**src/rtl/dram_pkg.sv**
```systemverilog
package dram_pkg;

    typedef enum logic [3:0] {
        ST_IDLE,
        ST_RAS,
        ST_COL,
        ST_END,
        ST_OPEN,
        ST_PRE,
        ST_RFC,
        ST_RFR,
        ST_RFH,
        ST_SRC,
        ST_SRH,
        ST_SRX
    } acc_st_e;

    // number of column bits for a capacity select code
    function automatic int unsigned col_bits(input logic [1:0] sel);
        case (sel)
            2'd0:    return 8;
            2'd1:    return 9;
            default: return 10;
        endcase
    endfunction

endpackage

```
**src/rtl/dram_addr_split.sv**
```systemverilog
module dram_addr_split #(
    parameter int ADDR_W = 24,
    parameter int MA_W   = 10
) (
    input  logic [ADDR_W-1:0] addr,
    input  logic [1:0]        col_sel,
    output logic [ADDR_W-1:0] row_key,
    output logic [MA_W-1:0]   row_ma,
    output logic [MA_W-1:0]   col_ma
);
    int unsigned       cb;
    logic [ADDR_W-1:0] mask;

    always_comb begin
        cb      = dram_pkg::col_bits(col_sel);
        mask    = (ADDR_W'(1) << cb) - ADDR_W'(1);
        row_key = addr >> cb;
        row_ma  = row_key[MA_W-1:0];
        col_ma  = MA_W'(addr & mask);
    end

    initial begin
        a_r3_ma_wide_enough: assert (MA_W >= 10);
    end
endmodule

```
**src/rtl/dram_refresh_timer.sv**
```systemverilog
module dram_refresh_timer #(
    parameter int CNT_W = 8
) (
    input  logic             clk,
    input  logic             rst_n,
    input  logic [CNT_W-1:0] cmp,
    input  logic             rf_en,
    input  logic             irq_en,
    input  logic             flag_clr,
    input  logic             rf_ack,
    output logic             flag,
    output logic             irq,
    output logic             rf_req
);
    typedef struct packed {
        logic [CNT_W-1:0] cnt;
        logic             flag;
        logic             rq;
    } tmr_t;

    tmr_t q, d;
    logic hit;

    always_comb begin
        d   = q;
        hit = (q.cnt == cmp);
        if (flag_clr) d.flag = 1'b0;
        if (rf_ack)   d.rq   = 1'b0;
        if (hit) begin
            d.cnt  = '0;
            d.flag = 1'b1;
            if (rf_en) d.rq = 1'b1;
        end else begin
            d.cnt = q.cnt + CNT_W'(1);
        end
    end

    always_ff @(posedge clk or negedge rst_n) begin
        if (!rst_n) q <= '0;
        else        q <= d;
    end

    assign flag   = q.flag;
    assign irq    = q.flag & irq_en;
    assign rf_req = q.rq;

    a_r7_wrap_to_zero: assert property (@(posedge clk) disable iff (!rst_n)
        (q.cnt == cmp) |=> (q.cnt == '0));
    a_r7_flag_on_match: assert property (@(posedge clk) disable iff (!rst_n)
        (q.cnt == cmp) |=> flag);
    a_r7_flag_sticky: assert property (@(posedge clk) disable iff (!rst_n)
        (flag && !flag_clr) |=> flag);
endmodule

```
**src/rtl/dram_access_fsm.sv**
```systemverilog
module dram_access_fsm
    import dram_pkg::*;
#(
    parameter int ADDR_W = 24,
    parameter int MA_W   = 10,
    parameter int TRP    = 2
) (
    input  logic              clk,
    input  logic              rst_n,
    input  logic              req,
    input  logic              req_we,
    input  logic [ADDR_W-1:0] row_key,
    input  logic [MA_W-1:0]   row_ma,
    input  logic [MA_W-1:0]   col_ma,
    input  logic              page_mode,
    input  logic              ras_down,
    input  logic              rf_req,
    input  logic              self_req,
    output logic              rf_ack,
    output logic              ack,
    output logic [MA_W-1:0]   ma,
    output logic              ras_n,
    output logic              cas_n,
    output logic              we_n,
    output logic              self_active
);
    localparam int TW = (TRP > 1) ? $clog2(TRP) : 1;

    typedef struct packed {
        acc_st_e           st;
        logic [ADDR_W-1:0] open_row;
        logic [TW-1:0]     wt;
    } fsm_t;

    fsm_t q, d;

    always_comb begin
        d      = q;
        rf_ack = 1'b0;
        case (q.st)
            ST_IDLE: begin
                if (self_req) begin
                    d.st = ST_SRC;
                end else if (rf_req) begin
                    d.st   = ST_RFC;
                    rf_ack = 1'b1;
                end else if (req) begin
                    d.st       = ST_RAS;
                    d.open_row = row_key;
                end
            end
            ST_RAS: d.st = ST_COL;
            ST_COL: d.st = ST_END;
            ST_END: begin
                if (page_mode || ras_down) begin
                    d.st = ST_OPEN;
                end else begin
                    d.st = ST_PRE;
                    d.wt = TW'(TRP - 1);
                end
            end
            ST_OPEN: begin
                if (!self_req && !rf_req && req && row_key == q.open_row) begin
                    d.st = ST_COL;
                end else if (self_req || rf_req || req || !ras_down) begin
                    d.st = ST_PRE;
                    d.wt = TW'(TRP - 1);
                end
            end
            ST_PRE: begin
                if (q.wt == '0) d.st = ST_IDLE;
                else            d.wt = q.wt - TW'(1);
            end
            ST_RFC: d.st = ST_RFR;
            ST_RFR: d.st = ST_RFH;
            ST_RFH: d.st = ST_IDLE;
            ST_SRC: d.st = ST_SRH;
            ST_SRH: if (!self_req) d.st = ST_SRX;
            ST_SRX: d.st = ST_IDLE;
            default: d.st = ST_IDLE;
        endcase
    end

    always_ff @(posedge clk or negedge rst_n) begin
        if (!rst_n) begin
            q.st       <= ST_IDLE;
            q.open_row <= '0;
            q.wt       <= '0;
        end else begin
            q <= d;
        end
    end

    // output decode from the registered state
    always_comb begin
        ras_n       = !(q.st inside {ST_RAS, ST_COL, ST_END, ST_OPEN, ST_RFR, ST_SRH});
        cas_n       = !(q.st inside {ST_COL, ST_RFC, ST_RFR, ST_RFH, ST_SRC, ST_SRH, ST_SRX});
        we_n        = !(q.st == ST_COL && req_we);
        ack         = (q.st == ST_END);
        self_active = (q.st == ST_SRH);
        case (q.st)
            ST_RAS:  ma = row_ma;
            ST_COL:  ma = col_ma;
            default: ma = '0;
        endcase
    end

    a_r2_ack_single: assert property (@(posedge clk) disable iff (!rst_n)
        ack |=> !ack);
    a_r9_cas_before_ras: assert property (@(posedge clk) disable iff (!rst_n)
        ($fell(ras_n) && !cas_n) |-> $past(!cas_n));
    a_r6_precharge_min: assert property (@(posedge clk) disable iff (!rst_n)
        $rose(ras_n) |=> ras_n);
    a_r10_self_hold: assert property (@(posedge clk) disable iff (!rst_n)
        (self_active && self_req) |=> self_active);
    a_r2_write_needs_cas: assert property (@(posedge clk) disable iff (!rst_n)
        !we_n |-> (!cas_n && !ras_n));
endmodule

```
**src/rtl/dram_ctrl.sv**
```systemverilog
module dram_ctrl #(
    parameter int ADDR_W = 24,
    parameter int MA_W   = 10,
    parameter int CNT_W  = 8,
    parameter int TRP    = 2
) (
    input  logic              clk,
    input  logic              rst_n,
    input  logic [1:0]        cfg_col_sel,
    input  logic              cfg_page_mode,
    input  logic              cfg_ras_down,
    input  logic              cfg_rf_en,
    input  logic              cfg_irq_en,
    input  logic [CNT_W-1:0]  tmr_cmp,
    input  logic              flag_clr,
    input  logic              req,
    input  logic              req_we,
    input  logic [ADDR_W-1:0] req_addr,
    input  logic              self_req,
    output logic              ack,
    output logic [MA_W-1:0]   ma,
    output logic              ras_n,
    output logic              cas_n,
    output logic              we_n,
    output logic              self_active,
    output logic              tmr_flag,
    output logic              tmr_irq
);
    logic [ADDR_W-1:0] row_key;
    logic [MA_W-1:0]   row_ma, col_ma;
    logic              rf_req, rf_ack;

    dram_addr_split #(.ADDR_W(ADDR_W), .MA_W(MA_W)) u_split (
        .addr    (req_addr),
        .col_sel (cfg_col_sel),
        .row_key (row_key),
        .row_ma  (row_ma),
        .col_ma  (col_ma)
    );

    dram_refresh_timer #(.CNT_W(CNT_W)) u_tmr (
        .clk      (clk),
        .rst_n    (rst_n),
        .cmp      (tmr_cmp),
        .rf_en    (cfg_rf_en),
        .irq_en   (cfg_irq_en),
        .flag_clr (flag_clr),
        .rf_ack   (rf_ack),
        .flag     (tmr_flag),
        .irq      (tmr_irq),
        .rf_req   (rf_req)
    );

    dram_access_fsm #(.ADDR_W(ADDR_W), .MA_W(MA_W), .TRP(TRP)) u_fsm (
        .clk         (clk),
        .rst_n       (rst_n),
        .req         (req),
        .req_we      (req_we),
        .row_key     (row_key),
        .row_ma      (row_ma),
        .col_ma      (col_ma),
        .page_mode   (cfg_page_mode),
        .ras_down    (cfg_ras_down),
        .rf_req      (rf_req),
        .self_req    (self_req),
        .rf_ack      (rf_ack),
        .ack         (ack),
        .ma          (ma),
        .ras_n       (ras_n),
        .cas_n       (cas_n),
        .we_n        (we_n),
        .self_active (self_active)
    );

    a_r8_irq_gated: assert property (@(posedge clk) disable iff (!rst_n)
        tmr_irq |-> (cfg_irq_en && tmr_flag));
    a_r10_no_ack_in_self: assert property (@(posedge clk) disable iff (!rst_n)
        self_active |-> !ack);
endmodule

```
**config.mk**
```make
export PLATFORM = sky130hd
export DESIGN_NAME = dram_ctrl
export DESIGN_NICKNAME = d
export VERILOG_FILES = /design/src/rtl/dram_pkg.sv /design/src/rtl/dram_addr_split.sv /design/src/rtl/dram_refresh_timer.sv /design/src/rtl/dram_access_fsm.sv /design/src/rtl/dram_ctrl.sv
export SDC_FILE = /design/constraint.sdc
export NUM_CORES = 1
export LEC_CHECK = 0
export CORE_AREA = 2 2 88 90
export DETAILED_ROUTE_END_ITERATION = 16
export DIE_AREA = 0 0 90 92
export DONT_BUFFER_PORTS = 1
export MAX_ROUTING_LAYER = met4
export SLEW_MARGIN = 20
export SYNTH_ARGS = -nofsm -noshare
export SYNTH_HDL_FRONTEND = slang
export SYNTH_HIERARCHICAL = 1
export SYNTH_SLANG_ARGS = --single-unit
```
**constraint.sdc**
```tcl
create_clock -name clk -period 1.9 [get_ports clk]
set_input_delay 0 -clock clk [delete_from_list [all_inputs] [get_ports clk]]
set_output_delay 0 -clock clk [all_outputs]
set_load 0.005 [all_outputs]
```
---- Yosys cells after proc, flatten, opt, wreduce, memory -nomap -nowiden ----
Index checks and enable logic that the tools add are counted.
W data, S select, Z words.
cells by class
  shifts and indexed selects .............. 2
  add/sub/neg operators ................... 3
  reduce and logical (&&, ||, !) cells .... 23
  muxes and demuxes ....................... 24
  $lt $le $gt $ge ......................... 0
  eq/ne operators ......................... 21
  divide/modulo/power cells ............... 0
  multipliers ............................. 0
  bitwise logic cells ..................... 4
operator list
  cell                     count
  $pmux W4 S10             1
  $mux W28                 1
  $eq A24 B24 Y1           1
  $mux W4                  6
  $shr A24 B4 Y24          1
  $pmux W10 S2             1
  $eq A4 B3 Y1 const B     4
  $eq A4 B4 Y1 const B     4
  $reduce_and A4 Y1        3
  $mux W1                  11
  $and A10 B10 Y10         1
  $shl A1 B4 Y10 const A   1
  $sub A10 B2 Y10 const B  1
  $add A8 B1 Y8 const B    1
  $eq A4 B2 Y1 const B     2
  $eq A8 B8 Y1             1
  $mux W8                  1
  $ne A2 B2 Y1 const B     4
  $reduce_bool A7 Y1       1
  $logic_not A1 Y1         6
  $reduce_bool A6 Y1       1
  $eq A4 B1 Y1 const B     1
  $logic_and A1 B1 Y1      4
  $logic_not A4 Y1         1
  14 further kinds         18
word-level totals
  memories ................................ 0
  bits in writable memories ............... 0
  ROM bits ................................ 0
  logic and storage cells ................. 83
  bits in registers ....................... 39
  bits in latches ......................... 0
  output and inout bits ................... 17
  bits of input ports ..................... 44

---- Depth between registers and ports, before layout ----
Gate-level depths: netlist of the first run.
  word-level depth ........................ 7
  mapped depth ............................ 9
  depth with buffers taken out ............ 7

---- Modules after synthesis ----
Netlist of the first run, hierarchy kept.
modules (own cells, without submodules)
  module              sequential area each (sq um)  instances  cells each  area an instance (sq um)
  dram_access_fsm     725.7                         1          164         1747.9
  dram_refresh_timer  250.2                         1          50          558.0
  dram_addr_split     0.0                           1          79          541.8

---- Least setup slack after synthesis of the first run ----
No wires, ideal clock.
  path type ............................... input port to flip-flop
  start point ............................. in cfg_col_sel[0]
  end point ............................... reg u_fsm/q[0] (netlist name)
  setup slack ............................. 121 ps
  buffers on the path ..................... 2
  setup time .............................. 131 ps
  required time ........................... 1769 ps
  cell stages on the path ................. 9
  arrival time ............................ 1648 ps
  cells stage by stage .................... buf_6 -> buf_12 -> mux2i_1 -> o21ai_1 -> xnor2_1 -> nand4_1 -> or4_4 -> nor4_1 -> nor3_1
on the way
  cells in the longest elaborated chain, start to end .. 7
  elaborated cells on any way between the ends .. 8
  those cells by class .................... eq/ne (3); shift (1); mux (1); reduce/logical (3)
RTL lines
  item                                              RTL line               RTL
  start, declared                                   dram_ctrl.sv:9         input logic [1:0] cfg_col_sel,
  $eq A2 B1 Y1 or $logic_not A2 Y1 (tied branches)  dram_pkg.sv:20         case (sel)
  $pmux W2 S2 (*)                                   dram_pkg.sv:20
  $shr A24 B4 Y24 (*)                               dram_addr_split.sv:17  row_key = addr >> cb;
  named net row_key[9]                              dram_ctrl.sv:29        logic [ADDR_W-1:0] row_key;
  $eq A24 B24 Y1 (*)                                dram_access_fsm.sv:63  if (!self_req && !rf_req && req && row_key == q.open_row) begin
  $logic_and A1 B1 Y1 (*)                           dram_access_fsm.sv:63
  $ne A2 B2 Y1 (no source line) (*)                 --
  $reduce_and A4 Y1 (no source line) (*)            --
  end, declared                                     dram_access_fsm.sv:35  fsm_t q, d;
Mark *: on every way through the listed nets, which the timed path passes. The rest lies on a longest branch.
A chain may end at the register's enable or synchronous reset.

---- Worst setup path after layout of the first run ----
  start point ............................. reg u_tmr.q, in the netlist u_tmr/rf_req
  end point ............................... reg u_fsm/q[26] (netlist name)
on the way
  cells in the longest elaborated chain, start to end .. 6
  elaborated cells on any way between the ends .. 14
  those cells by class .................... eq/ne (2); mux (4); reduce/logical (8)
RTL lines
  item                                               RTL line                  RTL
  start, declared                                    dram_refresh_timer.sv:21  tmr_t q, d;
  start signal, assigned                             dram_refresh_timer.sv:39  if (!rst_n) q <= '0;
  start signal, assigned                             dram_refresh_timer.sv:40  else q <= d;
  $logic_not A1 Y1                                   dram_access_fsm.sv:63
  $logic_and A1 B1 Y1 (3 in a row)                   dram_access_fsm.sv:63
  $mux W4 or $ne A3 B1 Y1 (tied branches)            --
  $pmux W4 S10 or $reduce_and A4 Y1 (tied branches)  --
Parallel ways exist; a longest one is shown, timed or not.

==> flow_summary.ini, run 1 <==
[sta]
worst_case_clock_skew_ps = 7.66
finalHoldViolations = 0
final-max-slew-violation-count = 0
finalWorstPathRequiredPeriod_ps = 1790
timing_worst_slew_pin_value_ps = 592
max-slew-margin-rel_pct = 60.2
achievable-frequency_ghz = 0.558
timing.final.crit_share_pct = 94.3
timing.final.ws_setup_ps = 108
finalSetupViolCount = 0

[finish]
non_filler_cells_final = 386
design_area_mm2 = 0.00301
area.sequential_um2 = 976
final_net_count = 328
antenna_cells = 0
multiInputGateArea_mm2 = 0.00162
final.fill_count = 760
fin_util_pct = 40.5
fraction_of_final_layout_cells_with_drive_strength_greater_than_1_pct = 18.3
syn_to_final_growth_pct = 5.84

[drt]
detail_route.first_pass.iterations = 4
drt-total-wl_um = 5750
ant_nets = 0
drtIter0Drc = 111
dr_total_vias = 2028
via_per_inst = 5.25
route.detailed.wl_per_inst_um = 14.9
drt_drc_violations_left = 0

[pwr]
power_density_mw_per_mm2 = 1340
vdd.ir_drop.worst_mv = 0.567
leakagePower_nw = 1.28
total_chip_power_mw = 4.03

[critical_path]
worst-endpoint-arrival_ps = 2020
path_max_fanout = 4
reg2reg_setup_slack_ps = 110
critical_path.endpoint_type = flip-flop
critical_path_startpoint_category = flip-flop
worst-endpoint-required_ps = 2130
critical_path_start_end_classification = flip-flop to flip-flop

[clock_network]
cts_inserted_buffers = 5
maximum_buffer_depth_of_the_clock_tree = 2
clock_sinks = 39
ctsHtreeMaxLevel = 2
cts-root-buf = clkbuf_8
worst_setup_hold_path_clk_slew_ps = 80
clock_latency_late_sink_ps = 290
tritoncts_clock_tree = built
post_cts_setup_inserts = 0

[yosys]
yosysTopAreaCellShare_pct = 34.3
number_of_warnings_printed_during_yosys_synthesis = 6
synth.lib_cells_used.distinct = 49
synthesis.area_mm2 = 0.00285
synthesis.area_per_instance_um2 = 9.72
yosysTopAreaCell = dfrtp_1
instance_count_of_the_mapped_netlist = 293
post_synth_main_area_contributors = dfrtp_1 (34%), mux2_2 (9.5%), buf_4 (6.9%), mux2i_1 (5.6%), xor2_1 (5.5%)
async_flop_share_pct = 100
synth_enable_flop_cells = 0
post_synthesis_sequential_area_ratio_pct = 34.3
synth-seq-cells = 39
synth_top_flop_cell = dfrtp_1

[floorplanning]
die_h_um = 92
dieArea_mm2 = 0.00828
core_mm2 = 0.00745
initial_cell_density_of_the_core_pct = 38.2
die_width_um = 90
core.rowCount = 32
ports_placed_on_the_boundary = 61

[placed_design]
io_buffer_count = 0
place_ws_ps = 66.5
place.detailed.instances = 372
dpl_cell_area_mm2 = 0.00280
hpwlAfterDp_um = 4290
gp_congestion = 0.891

[job]
cap_viol_max_count = 0

[global_routing]
grt_overflow = 0
pin_count_of_the_biggest_net_entering_global_routing = 40
grtUsageTotal_pct = 14.8
grt_pass1_wl_um = 9740
antenna_violations_before_repair = 0
grt_pass1_vias = 2003

[worst_hold_path]
hold_path.class = primary input to output pin

[status]
run_status = completed
[synthesized netlist by cell type, types with 3 or more instances]
master    count
nand2_1      28
inv_1         3
xnor2_1      17
buf_4        26
nor4_1        4
or3_1         6
clkbuf_1      9
a22o_1       11
dfrtp_1      39
o21ai_0      12
buf_2         3
nor3b_1       3
nand2b_1      4
nand3_1       6
nand4_1       4
mux2_2       24
mux2i_1      16
nor3_1        6
a22oi_1       3
a21oi_1       6
nor2_1        5
buf_6         3
o21ai_1       7
xor2_1       18
[critical path, cell delays in order (launching register included)]
cell	delay, ps
dfrtp_1	410
nor3b_4	240
nand4_1	110
or4_4	540
o32ai_1	290
or3_1	140
[placed cells by master, fill, tap and decap left out, types with 4 or more instances in the layout]
master / Yosys / final
o21ai_1: 7 / 7
conb_1: 1 / 8
mux2_2: 24 / 24
dfrtp_1: 39 / 39
nand2_1: 28 / 28
a22o_1: 11 / 11
clkbuf_8: 0 / 6
or3_1: 6 / 6
nand3_1: 6 / 6
nand2b_1: 4 / 4
xor2_1: 18 / 18
mux2i_1: 16 / 16
nor2_1: 5 / 5
dlygate4sd3_1: 0 / 5
o21ai_0: 12 / 12
a21oi_1: 6 / 6
nand4_1: 4 / 4
nor3_1: 6 / 6
xnor2_1: 17 / 17
buf_4: 26 / 12
[state kept, by name, summed over array words and instances, names as in the netlist]
register	flops
u_tmr/rf_req	1
u_tmr/flag	1
u_tmr/q	8
u_fsm/q	29
[through the flow]
stage	TNS [ps]	hold WS, ps
3_3_place_gp	0	-295
3_5_place_dp	0	-295
5_1_grt	-0.796	47.4
4_1_cts	0	36.3
2_1_floorplan	0	-296
6_report	0	43.1
[report_power, final]
group | total [mW] | internal (mW) | switching, mW
Sequential | 1.55 | 1.21 | 0.338
Clock | 0.721 | 0.425 | 0.296
Combinational | 1.76 | 0.905 | 0.852
Total | 4.03 | 2.54 | 1.49
[area by class of cell]
type                            count  share of cell area, %
Timing Repair Buffer               18                   5.31
Multi-Input combinational cell    216                   53.8
Clock buffer                        6                   2.74
Inverter                            3                  0.374
Clock inverter                      2                   1.16
Tap cell                          102                   4.23
Sequential cell                    39                   32.4
[cells by family after synthesis]
logic type	count (synthesis)	synth area share (%)
other	1	0.132
XOR/XNOR	35	10.8
multiplexers	40	15.1
AND/OR/NAND/NOR	77	15.3
buffers and inverters	45	10.9
flip-flops	39	34.3
AO/OA/AOI/OAI	55	13.1
adder cells (fa/ha/maj)	1	0.439
[per-layer routing]
metal,GRT usage (%),wire [µm]
met5,-,0
met1,18.8,2580
met4,5.00,58
met3,3.12,237
met2,23.7,2870
[path summary, 6_finish.rpt]
kind / start / end / cells past startpoint
min: req_we / we_n / 1
max: u_tmr/rf_req$_DFF_PN0_ / u_fsm/q[26]$_DFFE_PN0P_ / 5
min reg2reg: u_fsm/q[13]$_DFFE_PN0P_ / u_fsm/q[13]$_DFFE_PN0P_ / 1
min in group asynchronous: rst_n / u_tmr/q[5]$_DFF_PN0_ / 2
max reg2reg: u_tmr/rf_req$_DFF_PN0_ / u_fsm/q[26]$_DFFE_PN0P_ / 5
max in group asynchronous: rst_n / u_fsm/q[16]$_DFFE_PN0P_ / 2
[repair_timing]
item,in CTS,in global routing
gates resized for setup,0,4
setup endpoints to repair,0,4
hold endpoints to repair,43,0
hold buffers,6,0
(Power assumes the default switching activity.)
==> inputs of run 2 (changes only) <==
CELL_PAD_IN_SITES_DETAIL_PLACEMENT = 0   (was default)
CELL_PAD_IN_SITES_GLOBAL_PLACEMENT = 1   (was default)
PLACE_DENSITY = 0.71   (was default)
==> run 2 against run 1 <==
Register-to-register slack better by 50 ps. First-iteration DRC count is 14% lower. Critical path depth is 2 lower. Combinational power hardly changed. Worst setup slack better by 36 ps. Cell count stayed put. Worst hold slack worse by 7.8 ps.
==> flow_summary.ini, run 2 (synthesis results as in run 1) <==
[clock_network]
tritoncts_clock_tree = built
clock_latency_late_sink_ps = 290
cts-root-buf = clkbuf_8
clock_sinks = 39
cts_inserted_buffers = 5
ctsHtreeMaxLevel = 2
worst_setup_hold_path_clk_slew_ps = 80
maximum_buffer_depth_of_the_clock_tree = 2

[job]
cap_viol_max_count = 0

[pwr]
share_comb_of_total_power_pct = 42.2
power_density_mw_per_mm2 = 1360
leakagePower_nw = 1.28
power_report.internal_total_mw = 2.62
vdd.ir_drop.worst_mv = 0.391
share_clk_of_total_power_pct = 20.0
net-switching-power_mw = 1.51
switching_share_pct = 36.5
seqPwrFrac_pct = 37.7

[finish]
regs_by_ff_count = u_fsm/q (29), u_tmr/q (8)
fraction_of_final_layout_cells_with_drive_strength_greater_than_1_pct = 18.3
max_flop_register = u_fsm/q
most-common-layout-cells = dfrtp_1 (39), nand2_1 (28), mux2_2 (24)
largest_register_ffs = 29
most_common_cell_after_layout_fill_and_taps_aside = dfrtp_1
syn_to_final_growth_pct = 6.41
fin_util_pct = 40.7
final_net_count = 328
antenna_cells = 0

[floorplanning]
die_width_um = 90
core_mm2 = 0.00745
ports_placed_on_the_boundary = 61
die_h_um = 92
dieArea_mm2 = 0.00828
initial_cell_density_of_the_core_pct = 38.2
core.rowCount = 32

[critical_path]
critical_path_start_end_classification = flip-flop to output pin
critPathSlowestCell = and3_1
worst-endpoint-arrival_ps = 1760
critical-path-max-stage-delay_ps = 480
critical_path.endpoint_type = output pin
path_max_fanout = 10
critical_path_startpoint_category = flip-flop
path_cells = nor2_1 > and3_1 > a22o_1
worst-endpoint-required_ps = 1900

[drt]
route.detailed.wl_per_inst_um = 15.7
via_per_inst = 5.27
drt-total-wl_um = 6050
ant_nets = 0
drtIter0Drc = 95
detail_route.first_pass.iterations = 4
drt_drc_violations_left = 0
dr_total_vias = 2034

[global_routing]
grt_pass1_vias = 2024
grtUsageTotal_pct = 15.3
grt_overflow = 0
grt_pass1_wl_um = 10000
pin_count_of_the_biggest_net_entering_global_routing = 40
antenna_violations_before_repair = 0

[worst_hold_path]
hold_path.class = primary input to flip-flop

[placed_design]
io_buffer_count = 0
gp_congestion = 0.801
hpwlAfterDp_um = 4360

[sta]
achievable-frequency_ghz = 0.569
max-slew-margin-rel_pct = 60.4
finalSetupViolCount = 0
fin_setup_tns_ps = 0
final-max-slew-violation-count = 0
finalWorstPathRequiredPeriod_ps = 1760
worst_case_clock_skew_ps = 7.62
hold-worst-slack_ps = 35.3
timing_worst_slew_pin_value_ps = 590
finalHoldViolations = 0
rsz0062_at_grt = false
timing.final.crit_share_pct = 92.4

[status]
run_status = completed
==> run 2: cell count changes in the layout (fill, tap and decap cells not counted), sizes merged <==
cell / delta
bufinv: +1
clkinv: -1
==> run 2: worst paths after layout <==
check / start / end / slack (ps) / cells after the start
worst min register to register: u_tmr/q[2]$_DFF_PN0_ / u_tmr/q[2]$_DFF_PN0_ / 520 / 1
worst max-delay path: u_fsm/q[28]$_DFFE_PN0P_ / ma[8] / 140 / 3
max in group asynchronous: rst_n / u_fsm/q[14]$_DFFE_PN0P_ / 1530 / 2
min in group asynchronous: rst_n / u_tmr/flag$_DFFE_PN0P_ / 170 / 2
worst max register to register: u_tmr/rf_req$_DFF_PN0_ / u_fsm/q[27]$_DFFE_PN0P_ / 160 / 5
worst min-delay path: cfg_ras_down / u_fsm/q[25]$_DFFE_PN0P_ / 40 / 3
==> run 2: critical path: cells and delay by family (launching register included) <==
family	cells	cell delay (ps)
AOI/OAI and AO/OA	1	250
and+or+nand+nor	2	790
DFF	1	430
==> run 2: timing repair <==
item	in CTS	in global routing
endpoints found under the setup margin	0	3
buffers inserted	0	1
resized for setup	0	4
hold buffers	6	0
hold endpoints to repair	43	0
==> run 2: power by group through the flow <==
stage / logic [mW] / clock network, mW / registers, mW
finish: 1.74 / 0.828 / 1.56
global route: 1.94 / 0.886 / 1.62
CTS: 1.74 / 0.863 / 1.55
detailed placement: 1.71 / 0 / 1.56
global placement: 1.68 / 0 / 1.54
floorplan: 1.49 / 0 / 1.45
==> run 2: layout make-up <==
type                       count  area (µm²)
sequential                    39         976
timing repair buffer          18         160
clock inverter                 2        60.1
inverter                       3        11.3
clock buffer                   6        72.6
fill                         758        4420
multi-input combinational    216        1620
tap                          102         128
==> run 2: metal layers <==
metal	up-vias	track usage, %	routed length (µm)
met5	-	-	0
met4	0	4.49	44
met3	4	2.96	261
met2	45	25.0	2990
met1	995	19.5	2750
li1	990	-	-
==> run 2: stage by stage <==
step | instance area (µm²) | total power [mW] | worst slack, ps | std cells
2_1_floorplan | 2870 | 2.94 | 121 | 300
3_5_place_dp | 2790 | 3.27 | 50.1 | 371
4_1_cts | 3000 | 4.15 | 48.3 | 385
6_report | 3030 | 4.13 | 144 | 386
3_3_place_gp | 2790 | 3.22 | 128 | 371
5_1_grt | 3030 | 4.44 | 25.3 | 386
